### config.mk
export PLATFORM = sky130hd
export DESIGN_NAME = cmpcap_pair
export DESIGN_NICKNAME = d
export VERILOG_FILES = /design/src/rtl/cmpcap_pkg.sv /design/src/rtl/cmpcap_counter.sv /design/src/rtl/cmpcap_pin_sync.sv /design/src/rtl/cmpcap_channel.sv /design/src/rtl/cmpcap_pair.sv
export SDC_FILE = /design/constraint.sdc
export NUM_CORES = 1
export LEC_CHECK = 0
export BUFFER_PORTS_ARGS = -buffer_cell sky130_fd_sc_hd__buf_2
export CAP_MARGIN = 10
export CORE_MARGIN = 2
export CORE_UTILIZATION = 25
export DETAILED_ROUTE_END_ITERATION = 10
export PLACE_DENSITY = 0.53
export SYNTH_ARGS = -nofsm -noshare
export SYNTH_HDL_FRONTEND = slang
export SYNTH_SLANG_ARGS = --single-unit
export TNS_END_PERCENT = 30
### constraint.sdc
create_clock -name clk -period 1.98 [get_ports clk]
set_input_delay 0.396 -clock clk [delete_from_list [all_inputs] [get_ports clk]]
set_output_delay 0.396 -clock clk [all_outputs]
set_load 0.02 [all_outputs]
### src/rtl/cmpcap_pkg.sv
package cmpcap_pkg;

  localparam int CTL_W = 4;

  typedef enum logic [1:0] {
    ACT_NONE   = 2'b00,
    ACT_LOW    = 2'b01,
    ACT_HIGH   = 2'b10,
    ACT_TOGGLE = 2'b11
  } cmp_act_e;

  typedef enum logic [1:0] {
    EDGE_RISE = 2'b00,
    EDGE_FALL = 2'b01,
    EDGE_BOTH = 2'b10
  } cap_edge_e;

  typedef enum logic [1:0] {
    SRC_NONE = 2'b00,
    SRC_PIN  = 2'b01,
    SRC_NBR  = 2'b10
  } cap_src_e;

  typedef struct packed {
    logic      is_cmp;
    logic      oe;
    logic      init_lvl;
    cmp_act_e  act;
    cap_src_e  src;
    cap_edge_e edg;
  } chan_mode_t;

  // Turn the raw control code into the channel's working mode.
  function automatic chan_mode_t decode_mode(input logic [CTL_W-1:0] code,
                                             input logic buf_mode,
                                             input logic nbr_fast);
    chan_mode_t m;
    m.is_cmp   = 1'b0;
    m.oe       = 1'b0;
    m.init_lvl = 1'b0;
    m.act      = ACT_NONE;
    m.src      = SRC_NONE;
    m.edg      = EDGE_RISE;
    if (!buf_mode) begin
      if (!code[3]) begin
        m.is_cmp   = 1'b1;
        m.act      = cmp_act_e'(code[1:0]);
        m.oe       = |code[1:0];
        m.init_lvl = code[2];
      end else if (!code[2]) begin
        m.src = SRC_PIN;
        if (code[1])      m.edg = EDGE_BOTH;
        else if (code[0]) m.edg = EDGE_FALL;
        else              m.edg = EDGE_RISE;
      end else begin
        m.src = nbr_fast ? SRC_NONE : SRC_NBR;
      end
    end
    return m;
  endfunction

  // Pin level after a compare match.
  function automatic logic next_level(input cmp_act_e act, input logic cur);
    logic r;
    case (act)
      ACT_LOW:    r = 1'b0;
      ACT_HIGH:   r = 1'b1;
      ACT_TOGGLE: r = ~cur;
      default:    r = cur;
    endcase
    return r;
  endfunction

  // Whether the detected pin edges satisfy the selected edge kind.
  function automatic logic edge_hit(input cap_edge_e edg, input logic rise,
                                    input logic fall);
    logic r;
    case (edg)
      EDGE_RISE: r = rise;
      EDGE_FALL: r = fall;
      EDGE_BOTH: r = rise | fall;
      default:   r = 1'b0;
    endcase
    return r;
  endfunction

endpackage

### src/rtl/cmpcap_counter.sv
module cmpcap_counter #(
  parameter int W = 16
) (
  input  logic         clk,
  input  logic         rst_n,
  output logic [W-1:0] cnt
);

  localparam logic [W-1:0] ONE = W'(1);

  always_ff @(posedge clk or negedge rst_n) begin
    if (!rst_n) cnt <= '0;
    else        cnt <= cnt + ONE;
  end

endmodule

### src/rtl/cmpcap_pin_sync.sv
module cmpcap_pin_sync #(
  parameter int STAGES = 2
) (
  input  logic clk,
  input  logic rst_n,
  input  logic pin_raw,
  output logic pin_sync,
  output logic rise,
  output logic fall
);

  localparam int LAST = STAGES - 1;

  logic [STAGES-1:0] chain;
  logic              prev;

  for (genvar g = 0; g < STAGES; g++) begin : g_stage
    if (g == 0) begin : g_first
      always_ff @(posedge clk or negedge rst_n) begin
        if (!rst_n) chain[g] <= 1'b0;
        else        chain[g] <= pin_raw;
      end
    end else begin : g_next
      always_ff @(posedge clk or negedge rst_n) begin
        if (!rst_n) chain[g] <= 1'b0;
        else        chain[g] <= chain[g-1];
      end
    end
  end

  always_ff @(posedge clk or negedge rst_n) begin
    if (!rst_n) prev <= 1'b0;
    else        prev <= chain[LAST];
  end

  assign pin_sync = chain[LAST];
  assign rise     = chain[LAST] & ~prev;
  assign fall     = ~chain[LAST] & prev;

endmodule

### src/rtl/cmpcap_channel.sv
module cmpcap_channel
  import cmpcap_pkg::*;
#(
  parameter int W      = 16,
  parameter int STAGES = 2
) (
  input  logic             clk,
  input  logic             rst_n,
  input  logic [CTL_W-1:0] ctl,
  input  logic             buf_en,
  input  logic             pin_in,
  input  logic             nbr_pulse,
  input  logic             nbr_fast,
  input  logic [W-1:0]     cnt,
  input  logic             gr_wr,
  input  logic [W-1:0]     gr_wdata,
  input  logic             flag_clr,
  output logic             pin_out,
  output logic             pin_oe,
  output logic [W-1:0]     gr,
  output logic             flag,
  output logic             cap_evt,
  output logic             cmp_evt,
  output logic             init_evt
);

  chan_mode_t       mode;
  logic [CTL_W-1:0] ctl_q;
  logic             pin_sync;
  logic             pin_rise;
  logic             pin_fall;
  logic             pin_lvl;
  logic [W-1:0]     gr_q;
  logic             flag_q;

  cmpcap_pin_sync #(.STAGES(STAGES)) u_sync (
    .clk      (clk),
    .rst_n    (rst_n),
    .pin_raw  (pin_in),
    .pin_sync (pin_sync),
    .rise     (pin_rise),
    .fall     (pin_fall)
  );

  assign mode = decode_mode(ctl, buf_en, nbr_fast);

  // Named events, also observed by the bound checker.
  assign init_evt = mode.is_cmp && mode.oe && (ctl != ctl_q);
  assign cmp_evt  = mode.is_cmp && (cnt == gr_q);
  assign cap_evt  = ((mode.src == SRC_PIN) && edge_hit(mode.edg, pin_rise, pin_fall))
                 || ((mode.src == SRC_NBR) && nbr_pulse);

  always_ff @(posedge clk or negedge rst_n) begin
    if (!rst_n) ctl_q <= '0;
    else        ctl_q <= ctl;
  end

  always_ff @(posedge clk or negedge rst_n) begin
    if (!rst_n)                   pin_lvl <= 1'b0;
    else if (init_evt)            pin_lvl <= mode.init_lvl;
    else if (cmp_evt && mode.oe)  pin_lvl <= next_level(mode.act, pin_lvl);
  end

  always_ff @(posedge clk or negedge rst_n) begin
    if (!rst_n)       gr_q <= '0;
    else if (cap_evt) gr_q <= cnt;
    else if (gr_wr)   gr_q <= gr_wdata;
  end

  always_ff @(posedge clk or negedge rst_n) begin
    if (!rst_n)                  flag_q <= 1'b0;
    else if (cap_evt || cmp_evt) flag_q <= 1'b1;
    else if (flag_clr)           flag_q <= 1'b0;
  end

  assign pin_out = pin_lvl;
  assign pin_oe  = mode.oe;
  assign gr      = gr_q;
  assign flag    = flag_q;

  // The synchronized level itself is only consumed through its edges.
  logic unused_sync;
  assign unused_sync = pin_sync;

endmodule

### src/rtl/cmpcap_pair.sv
module cmpcap_pair
  import cmpcap_pkg::*;
#(
  parameter int CNT_W       = 16,
  parameter int SYNC_STAGES = 2
) (
  input  logic             clk,
  input  logic             rst_n,
  input  logic [CTL_W-1:0] ctl_c,
  input  logic [CTL_W-1:0] ctl_d,
  input  logic             buf_en_c,
  input  logic             buf_en_d,
  input  logic             pin_in_c,
  input  logic             pin_in_d,
  input  logic             nbr_up,
  input  logic             nbr_dn,
  input  logic             nbr_fast,
  input  logic             gr_wr_c,
  input  logic             gr_wr_d,
  input  logic [CNT_W-1:0] gr_wdata,
  input  logic             flag_clr_c,
  input  logic             flag_clr_d,
  output logic [CNT_W-1:0] cnt,
  output logic             pin_out_c,
  output logic             pin_out_d,
  output logic             pin_oe_c,
  output logic             pin_oe_d,
  output logic [CNT_W-1:0] gr_c,
  output logic [CNT_W-1:0] gr_d,
  output logic             flag_c,
  output logic             flag_d
);

  localparam int NCH = 2;

  logic                        nbr_pulse;
  logic [NCH-1:0][CTL_W-1:0]   ctl_a;
  logic [NCH-1:0]              buf_a;
  logic [NCH-1:0]              pin_in_a;
  logic [NCH-1:0]              wr_a;
  logic [NCH-1:0]              clr_a;
  logic [NCH-1:0]              pin_out_a;
  logic [NCH-1:0]              pin_oe_a;
  logic [NCH-1:0][CNT_W-1:0]   gr_a;
  logic [NCH-1:0]              flag_a;
  logic [NCH-1:0]              cap_evt;
  logic [NCH-1:0]              cmp_evt;
  logic [NCH-1:0]              init_evt;

  assign nbr_pulse = nbr_up | nbr_dn;
  assign ctl_a     = {ctl_d, ctl_c};
  assign buf_a     = {buf_en_d, buf_en_c};
  assign pin_in_a  = {pin_in_d, pin_in_c};
  assign wr_a      = {gr_wr_d, gr_wr_c};
  assign clr_a     = {flag_clr_d, flag_clr_c};

  cmpcap_counter #(.W(CNT_W)) u_cnt (
    .clk   (clk),
    .rst_n (rst_n),
    .cnt   (cnt)
  );

  for (genvar ch = 0; ch < NCH; ch++) begin : g_ch
    cmpcap_channel #(.W(CNT_W), .STAGES(SYNC_STAGES)) u_chan (
      .clk       (clk),
      .rst_n     (rst_n),
      .ctl       (ctl_a[ch]),
      .buf_en    (buf_a[ch]),
      .pin_in    (pin_in_a[ch]),
      .nbr_pulse (nbr_pulse),
      .nbr_fast  (nbr_fast),
      .cnt       (cnt),
      .gr_wr     (wr_a[ch]),
      .gr_wdata  (gr_wdata),
      .flag_clr  (clr_a[ch]),
      .pin_out   (pin_out_a[ch]),
      .pin_oe    (pin_oe_a[ch]),
      .gr        (gr_a[ch]),
      .flag      (flag_a[ch]),
      .cap_evt   (cap_evt[ch]),
      .cmp_evt   (cmp_evt[ch]),
      .init_evt  (init_evt[ch])
    );
  end

  assign pin_out_c = pin_out_a[0];
  assign pin_out_d = pin_out_a[1];
  assign pin_oe_c  = pin_oe_a[0];
  assign pin_oe_d  = pin_oe_a[1];
  assign gr_c      = gr_a[0];
  assign gr_d      = gr_a[1];
  assign flag_c    = flag_a[0];
  assign flag_d    = flag_a[1];

endmodule

==> tab_implementation.tex <==
\begin{tabular}{lr}
\hline
Metric & Value \\
\hline
\multicolumn{2}{l}{\textbf{Power}} \\
Internal Pwr Total & approximately 2.9 mW \\
Power density normalized to cell area & around 880 nW/um\^{}2 \\
Power share of the clock group & 0.454 \\
Fraction of power consumed by sequential logic & 0.394 \\
Switching part of the total power & 0.266 \\
LEAKAGE & 2.11 nW \\
Sw Pwr & between 1 and 1.5 mW \\
Combinational share of power & 0.152 \\
Maximum vdd ir drop & 0.000487 V \\
\multicolumn{2}{l}{\textbf{Critical path}} \\
Type of the setup path with the least slack & register to register \\
CP Max Fanout & 9 \\
Critical Path Start Type & register \\
Endpoint required time on the critical path & approximately 2.2 ns \\
Worst reg-to-reg setup slack & 0.21 ns \\
Endpoint arrival time on the critical path & just under 2 ns \\
Crit end category & register \\
\multicolumn{2}{l}{\textbf{STA}} \\
Max Fclk & roughly 570 MHz \\
Unrepaired setup endpoints after global routing & false \\
Final setup vio count & 0 \\
Fin Setup TNS & 0 ns \\
Transition time at the pin with the least slew margin & slightly below 0.6 ns \\
Final Critical Period & about 1.8 ns \\
Normalized max-slew margin & 0.604 \\
Share of the clock period used by the worst path & 0.893 \\
Post-Route Hold Slack & $\sim$0.08 ns \\
Final number of hold-violating endpoints & 0 \\
Setup clock skew after layout & approximately 0.0084 ns \\
Number of pins with negative max-slew slack in the final report & 0 \\
\multicolumn{2}{l}{\textbf{Drt}} \\
Final routed DRC violation total & 0 \\
Via/cell ratio & approximately 4.4 \\
Final routed wirelength across all metal layers & between 9000 and 10,000 microns \\
Iteration count of the initial detailed-routing pass & 4 \\
Detailed router's first-iteration violation count & about 130 \\
Post-route antenna net violation count & 0 \\
Total via count in the routed design & $\sim$2,700 \\
Wire per inst & 15.9 microns \\
\multicolumn{2}{l}{\textbf{Layout}} \\
Most common cell after layout, fill and taps aside & sky130\_fd\_sc\_hd\_\_buf\_2 \\
Final core occ & 0.323 \\
Commonest cells after routing, fill and taps aside & 90 x sky130\_fd\_sc\_hd\_\_buf\_2, 66 x sky130\_fd\_sc\_hd\_\_dfrtp\_1, 43 x sky130\_fd\_sc\_hd\_\_nand2\_1 \\
Area overhead of the layout relative to synthesis & 26.0\% \\
Share of layout cells above drive strength 1 & 0.297 \\
Antenna cell count & 0 \\
Nets & about 470 \\
\multicolumn{2}{l}{\textbf{GRT}} \\
Met2 Track Usage GR & 0.219 \\
Largest net degree at the start of global routing & 67 \\
Residual overflow from global routing & 0 \\
Total GRT Usage & 0.134 \\
Wire length of the first global-routing pass & $\sim$15,000 microns \\
Via count of the first global-routing pass & 2,734 \\
Met1 track utilization from global routing & 0.166 \\
Most utilized layer in the global route result & met2 \\
Number of antenna violations at the first check in global routing & 0 \\
Met3 global-route usage & 0.0438 \\
\multicolumn{2}{l}{\textbf{Synthesis}} \\
Number of nets produced by synthesis & around 380 \\
Syn avg cell area & 10.5 sq um \\
Fraction of registers with async set or reset after synthesis & 1.00 \\
Ys Warns & 0 \\
Count of distinct cell types in the synthesized netlist & 38 \\
Top FF cell, synth & sky130\_fd\_sc\_hd\_\_dfrtp\_1 \\
Yosys top cell area share & 0.464 \\
Top cell type by total area after synthesis & sky130\_fd\_sc\_hd\_\_dfrtp\_1 \\
Gate count after technology mapping & 338 \\
Ranking of synthesized cells by area & sky130\_fd\_sc\_hd\_\_dfrtp\_1 46\%, sky130\_fd\_sc\_hd\_\_mux2i\_1 9.0\%, sky130\_fd\_sc\_hd\_\_xnor2\_1 8.9\%, sky130\_fd\_sc\_hd\_\_nand2\_1 4.5\%, sky130\_fd\_sc\_hd\_\_xor2\_1 4.4\% \\
Post-synth EDFFs & 0 \\
Synthesis-stage register bit count & 66 \\
Share of synthesized area occupied by flip-flops and latches & 0.464 \\
Cell area after synthesis & between 3000 and 4000 sq um \\
\multicolumn{2}{l}{\textbf{Clocking}} \\
Clock tree from TritonCTS & done \\
Clk\_lat worst skew & between 0.3 and 0.4 ns \\
Maximum clock path buffer count & 2 \\
Number of clock sinks & 66 \\
Total clock buffers created by CTS & 9 \\
H-tree depth & 3 \\
Clock slew at reported path FFs & about 0.060 ns \\
Clock root buffer & sky130\_fd\_sc\_hd\_\_clkbuf\_16 \\
Post-cts gate resize count & 0 \\
Setup fix buffers added after clock tree synthesis & 0 \\
Quantity of hold-fixing buffers added after cts & 0 \\
\multicolumn{2}{l}{\textbf{Die}} \\
I/O pin cnt & 91 \\
Die Outline Area & $\sim$15,000 sq um \\
Die Span Y & 123 microns \\
Core region area & roughly 14,000 sq um \\
Initial core utilization & 0.256 \\
DIE WIDTH & $\sim$120 microns \\
Placement row count & 43 \\
\multicolumn{2}{l}{\textbf{Min path}} \\
Hold WC Path Type & input port to async pin \\
\multicolumn{2}{l}{\textbf{Place}} \\
Buffers on Ports & 90 \\
Post-DP HPWL & around 7000 microns \\
Final weighted congestion of routability-driven global placement & around 0.75 \\
\multicolumn{2}{l}{\textbf{Outcome}} \\
Run status & complete, no violations \\
\multicolumn{2}{l}{\textbf{Job}} \\
Maximum capacitance violations & 0 \\
\hline
\end{tabular}
==> power groups by stage <==
stage / clock [mW] / combinational [mW] / sequential [mW]
floorplan: 0 / 0.249 / 1.67
global placement: 0 / 0.605 / 1.58
detailed placement: 0 / 0.611 / 1.58
CTS: 1.84 / 0.612 / 1.56
global route: 1.90 / 0.657 / 1.57
finish: 1.79 / 0.597 / 1.55
==> logic make-up after synthesis <==
group,share of synthesized area
simple gates,0.117
flops,0.464
xor+xnor,0.133
compound gates,0.0904
buf+inv,0.0679
mux,0.0963
fa+ha+maj,0.0316
==> synth_stat cells (all sizes together) (3+ instances only) <==
cell    instances
dfrtp          66
nand2          43
xnor2          36
o21ai          35
mux2i          32
buf            26
xor2           18
inv            14
nand4          11
ha              9
a21oi           6
and3            5
nand3           5
nor2            5
nand2b          3
==> through the flow <==
stage	area (sq um)	instances	total power, mW	worst slack, ns
after floorplan	3560	338	1.92	0.379
after global placement	4150	591	2.18	0.216
after detailed placement	4150	591	2.19	0.147
after CTS	4480	607	4.01	0.208
after global routing	4480	607	4.12	0.0955
final	4480	607	3.94	0.211
==> layer usage <==
| metal | vias up | wire length [microns] | share of wire |
|---|---|---|---|
| li1 | 1307 | - | - |
| met1 | 1313 | 4240 | 0.44 |
| met2 | 67 | 4680 | 0.48 |
| met3 | 13 | 600 | 0.062 |
| met4 | 0 | 134 | 0.014 |
| met5 | - | 0 | 0 |
==> registers in the layout, summed over array words and instances, names as in the netlist <==
register	flops
g_ch.u_chan.flag	2
g_ch.u_chan.u_sync.chain	2
g_ch.u_chan.u_sync.pin_sync	2
u_cnt.cnt	16
g_ch.u_chan.ctl_q	8
g_ch.u_chan.pin_out	2
g_ch.u_chan.u_sync.prev	2
g_ch.u_chan.gr	32
==> critical path, cell delays in order (launching register included) <==
cell,delay (ns)
sky130_fd_sc_hd__dfrtp_1,0.50
sky130_fd_sc_hd__xnor2_1,0.24
sky130_fd_sc_hd__nand4_1,0.16
sky130_fd_sc_hd__nor4_2,0.44
sky130_fd_sc_hd__a41o_2,0.27
sky130_fd_sc_hd__o21ai_1,0.05
==> worst paths after layout <==
kind | depth (start not counted) | from | to
worst max-delay path | 5 | u_cnt.cnt[3]$_DFF_PN0_ | g_ch[1].u_chan.pin_out$_DFFE_PN0P_
worst min-delay path | 2 | rst_n | g_ch[1].u_chan.gr[8]$_DFFE_PN0P_
worst max register to register | 5 | u_cnt.cnt[3]$_DFF_PN0_ | g_ch[1].u_chan.pin_out$_DFFE_PN0P_
worst min register to register | 0 | g_ch[0].u_chan.u_sync.chain[0]$_DFF_PN0_ | g_ch[0].u_chan.u_sync.pin_sync$_DFF_PN0_
max in group asynchronous | 2 | rst_n | g_ch[1].u_chan.u_sync.pin_sync$_DFF_PN0_
min in group clk | 1 | pin_in_c | g_ch[0].u_chan.u_sync.chain[0]$_DFF_PN0_
==> cell type report <==
type / count / area, sq um
sequential: 66 / 1650
timing repair buffer: 100 / 551
tap: 180 / 225
multi-input combinational: 231 / 1670
clock buffer: 12 / 267
inverter: 14 / 52.6
clock inverter: 4 / 72.6
fill: 1445 / 9400
Note: power is estimated with default switching activity, not from simulation.
